[src/rtl/rcs_pkg.sv]
package rcs_pkg;
  // source indices on src_i; the order sets the bit each lands in
  localparam int SRC_PIN      = 0;
  localparam int SRC_WDOG     = 1;
  localparam int SRC_BADOP    = 2;
  localparam int SRC_BADADDR  = 3;
  localparam int SRC_MONITOR  = 4;
  localparam int SRC_LOWVOLT  = 5;

  // bit position of source k in a register of n sources
  function automatic int src_bit(input int k, input int n);
    return n - k;
  endfunction
endpackage

[src/rtl/rcs_capture.sv]
module rcs_capture #(
  parameter int NUM_SRC = 6,
  parameter int QUAL_IDX = 3,
  localparam int REG_W = NUM_SRC + 2
) (
  input  logic [NUM_SRC-1:0] src_i,
  input  logic               fetch_i,
  output logic [REG_W-1:0]   set_o
);
  import rcs_pkg::*;

  assign set_o[0]       = 1'b0;
  assign set_o[REG_W-1] = 1'b0;

  for (genvar k = 0; k < NUM_SRC; k++) begin : g_src
    if (k == QUAL_IDX) begin : g_qual
      assign set_o[src_bit(k, NUM_SRC)] = src_i[k] & fetch_i;
    end else begin : g_plain
      assign set_o[src_bit(k, NUM_SRC)] = src_i[k];
    end
  end
endmodule

[src/rtl/rcs_flags.sv]
module rcs_flags #(
  parameter int NUM_SRC = 6,
  localparam int REG_W = NUM_SRC + 2
) (
  input  logic             clk,
  input  logic             por_i,
  input  logic             clr_i,
  input  logic [REG_W-1:0] set_i,
  output logic [REG_W-1:0] flags_o
);
  localparam logic [REG_W-1:0] POR_ONLY = {1'b1, {(REG_W-1){1'b0}}};

  always_ff @(posedge clk) begin
    if (por_i)      flags_o <= POR_ONLY;
    else if (clr_i) flags_o <= set_i;
    else            flags_o <= flags_o | set_i;
  end

  AST_POR_LOADS: assert property (@(posedge clk) por_i |=> flags_o == POR_ONLY);
  AST_FLAGS_STICK: assert property (@(posedge clk) disable iff (por_i)
    !clr_i |=> (flags_o & $past(flags_o)) == $past(flags_o));
  AST_SET_LANDS: assert property (@(posedge clk) disable iff (por_i)
    (|set_i) |=> (flags_o & $past(set_i)) == $past(set_i));
  AST_CLEAR_WIPES: assert property (@(posedge clk) disable iff (por_i)
    clr_i |=> (flags_o & ~$past(set_i)) == '0);
endmodule

[src/rtl/rcs_bus.sv]
module rcs_bus #(
  parameter int ADDR_W = 16,
  parameter int REG_W = 8,
  parameter logic [ADDR_W-1:0] REG_ADDR = 16'hFE01
) (
  input  logic              clk,
  input  logic              por_i,
  input  logic [ADDR_W-1:0] addr_i,
  input  logic              rd_i,
  input  logic [REG_W-1:0]  flags_i,
  output logic              hit_o,
  output logic [REG_W-1:0]  rd_data_o
);
  assign hit_o = rd_i && (addr_i == REG_ADDR);

  always_ff @(posedge clk) begin
    if (por_i)      rd_data_o <= '0;
    else if (hit_o) rd_data_o <= flags_i;
    else            rd_data_o <= '0;
  end

  AST_READ_OLD: assert property (@(posedge clk) disable iff (por_i)
    hit_o |=> rd_data_o == $past(flags_i));
  AST_IDLE_ZERO: assert property (@(posedge clk) disable iff (por_i)
    !hit_o |=> rd_data_o == '0);
  AST_POR_QUIET: assert property (@(posedge clk) por_i |=> rd_data_o == '0);
endmodule

[src/rtl/reset_cause_status.sv]
module reset_cause_status #(
  parameter int NUM_SRC = 6,
  parameter int ADDR_W = 16,
  parameter logic [ADDR_W-1:0] CTRL_BASE = 16'hFE00,
  parameter int STATUS_OFS = 1,
  localparam int REG_W = NUM_SRC + 2
) (
  input  logic               clk,
  input  logic               por_i,
  input  logic [NUM_SRC-1:0] src_i,
  input  logic               fetch_i,
  input  logic [ADDR_W-1:0]  addr_i,
  input  logic               rd_i,
  input  logic               wr_i,
  input  logic [REG_W-1:0]   wr_data_i,
  output logic [REG_W-1:0]   rd_data_o
);
  import rcs_pkg::*;
  localparam logic [ADDR_W-1:0] REG_ADDR = CTRL_BASE + ADDR_W'(STATUS_OFS);
  localparam int QBIT = NUM_SRC - SRC_BADADDR;

  logic [REG_W-1:0] set_vec;
  logic [REG_W-1:0] flags;
  logic             hit;
  logic             unused_wr;

  assign unused_wr = wr_i ^ (^wr_data_i);

  rcs_capture #(.NUM_SRC(NUM_SRC), .QUAL_IDX(SRC_BADADDR)) i_capture (
    .src_i(src_i), .fetch_i(fetch_i), .set_o(set_vec));

  rcs_flags #(.NUM_SRC(NUM_SRC)) i_flags (
    .clk(clk), .por_i(por_i), .clr_i(hit), .set_i(set_vec), .flags_o(flags));

  rcs_bus #(.ADDR_W(ADDR_W), .REG_W(REG_W), .REG_ADDR(REG_ADDR)) i_bus (
    .clk(clk), .por_i(por_i), .addr_i(addr_i), .rd_i(rd_i),
    .flags_i(flags), .hit_o(hit), .rd_data_o(rd_data_o));

  AST_BIT0_ZERO: assert property (@(posedge clk) disable iff (por_i)
    rd_data_o[0] == 1'b0);
  AST_DATA_FETCH_IGNORED: assert property (@(posedge clk) disable iff (por_i)
    (src_i[SRC_BADADDR] && !fetch_i && !hit && !flags[QBIT]) |=> !flags[QBIT]);
  AST_WRITE_INERT: assert property (@(posedge clk) disable iff (por_i)
    (wr_i && !hit && src_i == '0) |=> flags == $past(flags));
endmodule

[config.mk]
export PLATFORM = sky130hd
export DESIGN_NAME = reset_cause_status
export DESIGN_NICKNAME = d
export VERILOG_FILES = /design/src/rtl/rcs_pkg.sv /design/src/rtl/rcs_capture.sv /design/src/rtl/rcs_flags.sv /design/src/rtl/rcs_bus.sv /design/src/rtl/reset_cause_status.sv
export SDC_FILE = /design/constraint.sdc
export NUM_CORES = 1
export LEC_CHECK = 0
export ABC_AREA = 1
export BUFFER_PORTS_ARGS = -buffer_cell sky130_fd_sc_hd__buf_2
export CAP_MARGIN = 5
export CORE_MARGIN = 8
export CORE_UTILIZATION = 41
export CTS_CLUSTER_SIZE = 14
export DETAILED_ROUTE_END_ITERATION = 8
export PLACE_DENSITY_LB_ADDON = 0.1
export SLEW_MARGIN = 30
export SYNTH_ARGS = -nofsm -noshare
export SYNTH_HDL_FRONTEND = slang
export SYNTH_HIERARCHICAL = 1
export SYNTH_SLANG_ARGS = --single-unit
[constraint.sdc]
create_clock -name clk -period 1.1 [get_ports clk]
set_input_delay 0.165 -clock clk [delete_from_list [all_inputs] [get_ports clk]]
set_output_delay 0.165 -clock clk [all_outputs]
set_load 0.03 [all_outputs]
; Word level (Yosys, flattened, before mapping)
; Index checks and enable logic that the tools add are counted.
[op_classes]
n_eq_ne = 1
n_mux = 1
bitwise_logic = 3
reduce_logical = 3
[ops]
columns = op, n
row1 = "16-bit equality test, second input constant", 1
row2 = 8-bit two-way mux, 1
row3 = 8-bit by 7-bit bitwise OR with 8-bit output, 1
row4 = 2-bit OR reduction, 2
row5 = 1-bit bitwise AND, 1
row6 = 1-bit logical AND, 1
row7 = 1-bit inverter, 1
[totals]
reg_bits = 16
input_bits = 35
output_inout_bits = 8
word_cells = 11

; Logic depth before layout (Yosys ltp)
[depth]
depth_word = 4
ltp_mapped = 8
mapped_depth_nobuf = 8

; Cells and area by module
; The synthesis kept the hierarchy.
[by_module_without_submodules]
columns = mod, instances, cells_each, area_each_um2
row1 = rcs_bus, 1, 45, 336.6
row2 = rcs_flags, 1, 34, 300.3
row3 = rcs_capture, 1, 10, 63.8

; Least setup slack after synthesis
; OpenSTA, ideal clock, no wires.
[synth_path]
path_type = input to register
startpoint = input addr_i[7]
endpoint = register i_flags.flags_o[0]
setup_time_ns = 0.114
arrival_time_ns = 0.790
required_time_ns = 0.986
setup_slack_ns = 0.196
cell_stages = 7
cell_sequence = nor2_1 > nand2_1 > nor2_2 > and3_2 > inv_2 > nand2_1 > a21oi_2
[synth_between]
elab_chain_len = 3
[synth_rtl]
columns = item, line_no
row1 = from (decl), reset_cause_status.sv:12  ; input logic [ADDR_W-1:0] addr_i,
row2 = 16-bit equality test, rcs_bus.sv:14  ; assign hit_o = rd_i && (addr_i == REG_ADDR);
row3 = 1-bit logical AND, rcs_bus.sv:14
row4 = via hit, reset_cause_status.sv:24  ; logic hit;
row5 = 2-bit OR reduction (no source line), --
row6 = to (signal assigned), rcs_flags.sv:15  ; else if (clr_i) flags_o <= set_i;
row7 = to (signal assigned), rcs_flags.sv:16  ; else flags_o <= flags_o | set_i;
row8 = to (decl), rcs_flags.sv:9  ; output logic [REG_W-1:0] flags_o
; The timed path passes the listed nets, and every way through them passes these cells.
; A chain may end at the register's enable or synchronous reset.

; Worst setup path after layout
[layout_path]
startpoint = register i_bus.rd_data_o[0]
endpoint = output rd_data_o[0]
[layout_lines]
columns = item, line_no
row1 = from (decl), rcs_bus.sv:12  ; output logic [REG_W-1:0] rd_data_o
row2 = from (signal assigned), rcs_bus.sv:18  ; else if (hit_o) rd_data_o <= flags_i;
row3 = to (decl), reset_cause_status.sv:16  ; output logic [REG_W-1:0] rd_data_o
; No word-level cell between the ends.

==> reports/results.txt <==
Buf/Inv on CP -> 1
pre-CTS setup slack -> 0.04343 ns
Starting Density -> 41.95%
routed len/inst -> 9.741 um
IO buf count -> 33
fin area -> 885.9 um^2
sinks on the clock net -> 16
H-tree lvl count -> 1
peak supply drop -> 0.0006656 V
outcome -> completed
initial antenna violation count -> 0
slowest stage delay, CP -> 0.31 ns
worst setup margin -> 0.1561 ns
WP data required -> 0.94 ns
Pre-Repair DR Iteration Count -> 3
max-cap violations -> 0
Setup-failing EPs final -> 0
CTS tree -> done
Post-Syn Area per Cell -> 7.873 um^2
vias in the first global route -> 544
crit end category -> primary output
FF+latch count, synth -> 16
WS Path Type -> flip-flop to primary output
post-synthesis cell type count -> 13
clock latency on the worst-skew pair -> 0.28 ns
largest area contributor in the netlist -> dfxtp_1
Die X -> 57.34 um
post-layout total power -> 1.092 mW
Core Rows -> 15
final slew viol count -> 0
largest net degree at the start of global routing -> 10
core area -> 0.001670 mm^2
Post-route DRC -> 0
Synth warnings -> 6
Final TNS setup -> 0 ns
most common cell after layout, fill and taps aside -> buf_2
CTS clk-pin slew, worst paths -> 0.09 ns
GP Congestion -> 0.6920
first-pass GRT wire length -> 2249 um
Post-DRT Antenna Nets -> 0
number of I/O pins -> 43
period utilization -> 85.81%
most frequent cells in the layout -> buf_2 (33), inv_1 (22), nand2_1 (17)
crit start category -> flip-flop
unrepaired setup endpoints after global routing -> no
share of layout cells above drive strength 1 -> 44.26%
cell family contributing the most delay on the critical path -> flip-flops
via count -> 565
DP HPWL -> 1114 um
fmax -> 1059 MHz
cell leakage power -> 0.5225 nW
largest fanout on the critical path -> 1
die area -> 0.003288 mm^2
Max clock buf depth -> 2
final core utilization -> 53.03%
Post-DP Area -> 849.6 um^2
Power Dens Cells -> 1233 mW/mm^2
Synth-to-Final Area Change -> 26.43%
fin crit period -> 0.9439 ns
worst path cell trace -> buf_2
Layout Nets -> 158
CTS Hold Bufs -> 0
post-synth top area share -> 45.71%
post-CTS setup buffer count -> 0
CTS Buf Count -> 3
vias per cell -> 4.065
Mapped Cells -> 89
synth top area cells -> dfxtp_1 (46%), inv_1 (12%), nand2_1 (9.1%)
initial drt markers -> 6
GRT Resource Usage Total -> 8.895%
CP max stage cell -> dfxtp_1
ANT cells -> 0
Die Y -> 57.34 um
Clock Skew -> 0.003051 ns
crit path DAT -> 0.78 ns
final wirelength -> 1354 um
mapped cell area -> 700.7 um^2
grt ovf -> 0
Root Driver -> clkbuf_4
sequential share of the synthesized area -> 45.71%
Hold Violations, Final -> 0
post-CTS sizing -> 0
worst min-delay path class -> primary input to flip-flop
[logic make-up (layout without fill, tap and decap cells)]
| group | after synthesis | count (layout) | synth area share, % |
|---|---|---|---|
| flip-flops | 16 | 16 | 45.71 |
| AND/OR/NAND/NOR | 34 | 34 | 23.57 |
| buffers and inverters | 31 | 63 | 21.43 |
| AO/OA/AOI/OAI | 7 | 7 | 8.750 |
| other | 1 | 2 | 0.5352 |
[metrics by stage]
stage	instances	hold WS (ns)
floorplan	90	0.3627
global placement	135	0.4131
detailed placement	135	0.4187
CTS	139	0.1087
global route	139	0.1020
finish	139	0.1198
[cell type report]
cell class / count / area, um^2
inverter: 23 / 86.33
clock buffer: 4 / 36.28
timing repair buffer: 36 / 187.7
fill: 171 / 784.5
tap: 17 / 21.27
multi-input combinational: 43 / 234.0
sequential: 16 / 320.3
[report_power, final]
| part | leakage [nW] | total (mW) | switching (mW) | internal (mW) |
|---|---|---|---|---|
| Sequential | 0.131 | 0.605 | 0.00837 | 0.597 |
| Clock | 0.0210 | 0.376 | 0.175 | 0.201 |
| Combinational | 0.370 | 0.111 | 0.0526 | 0.0586 |
| Total | 0.522 | 1.09 | 0.236 | 0.857 |
[per-layer routing]
metal  part of all wire [%]  vias up  global-route usage, %
met5                      0        -                      0
met3                    8.3        2                  4.709
met4                   0.66        0                  5.357
li1                       -      311                      -
met2                     52       15                  16.08
met1                     38      237                  7.474
[synth_stat cells]
library cell  number
inv_2              1
nor2_1            11
dfxtp_1           16
conb_1             1
buf_4              7
a21oi_2            7
inv_1             22
nor2_2             3
nor3b_2            1
buf_6              1
nand2_1           17
and3_2             1
nand4_4            1
[final timing paths]
| check | depth (start not counted) | from | endpoint | slack, ns |
|---|---|---|---|---|
| worst min register to register | 2 | i_flags/flags_o[2] | i_bus/rd_data_o[2] | 0.43 |
| worst min-delay path | 3 | src_i[5] | i_flags/flags_o[1] | 0.12 |
| worst max-delay path | 1 | i_bus/rd_data_o[0] | rd_data_o[0] | 0.16 |
| worst max register to register | 2 | i_flags/flags_o[3] | i_flags/flags_o[3] | 0.51 |
[sequential cells by signal (all words and copies together) (netlist names)]
| name | count |
|---|---|
| i_bus/rd_data_o | 8 |
| i_flags/flags_o | 8 |
Power figures use the tool's default switching activity.
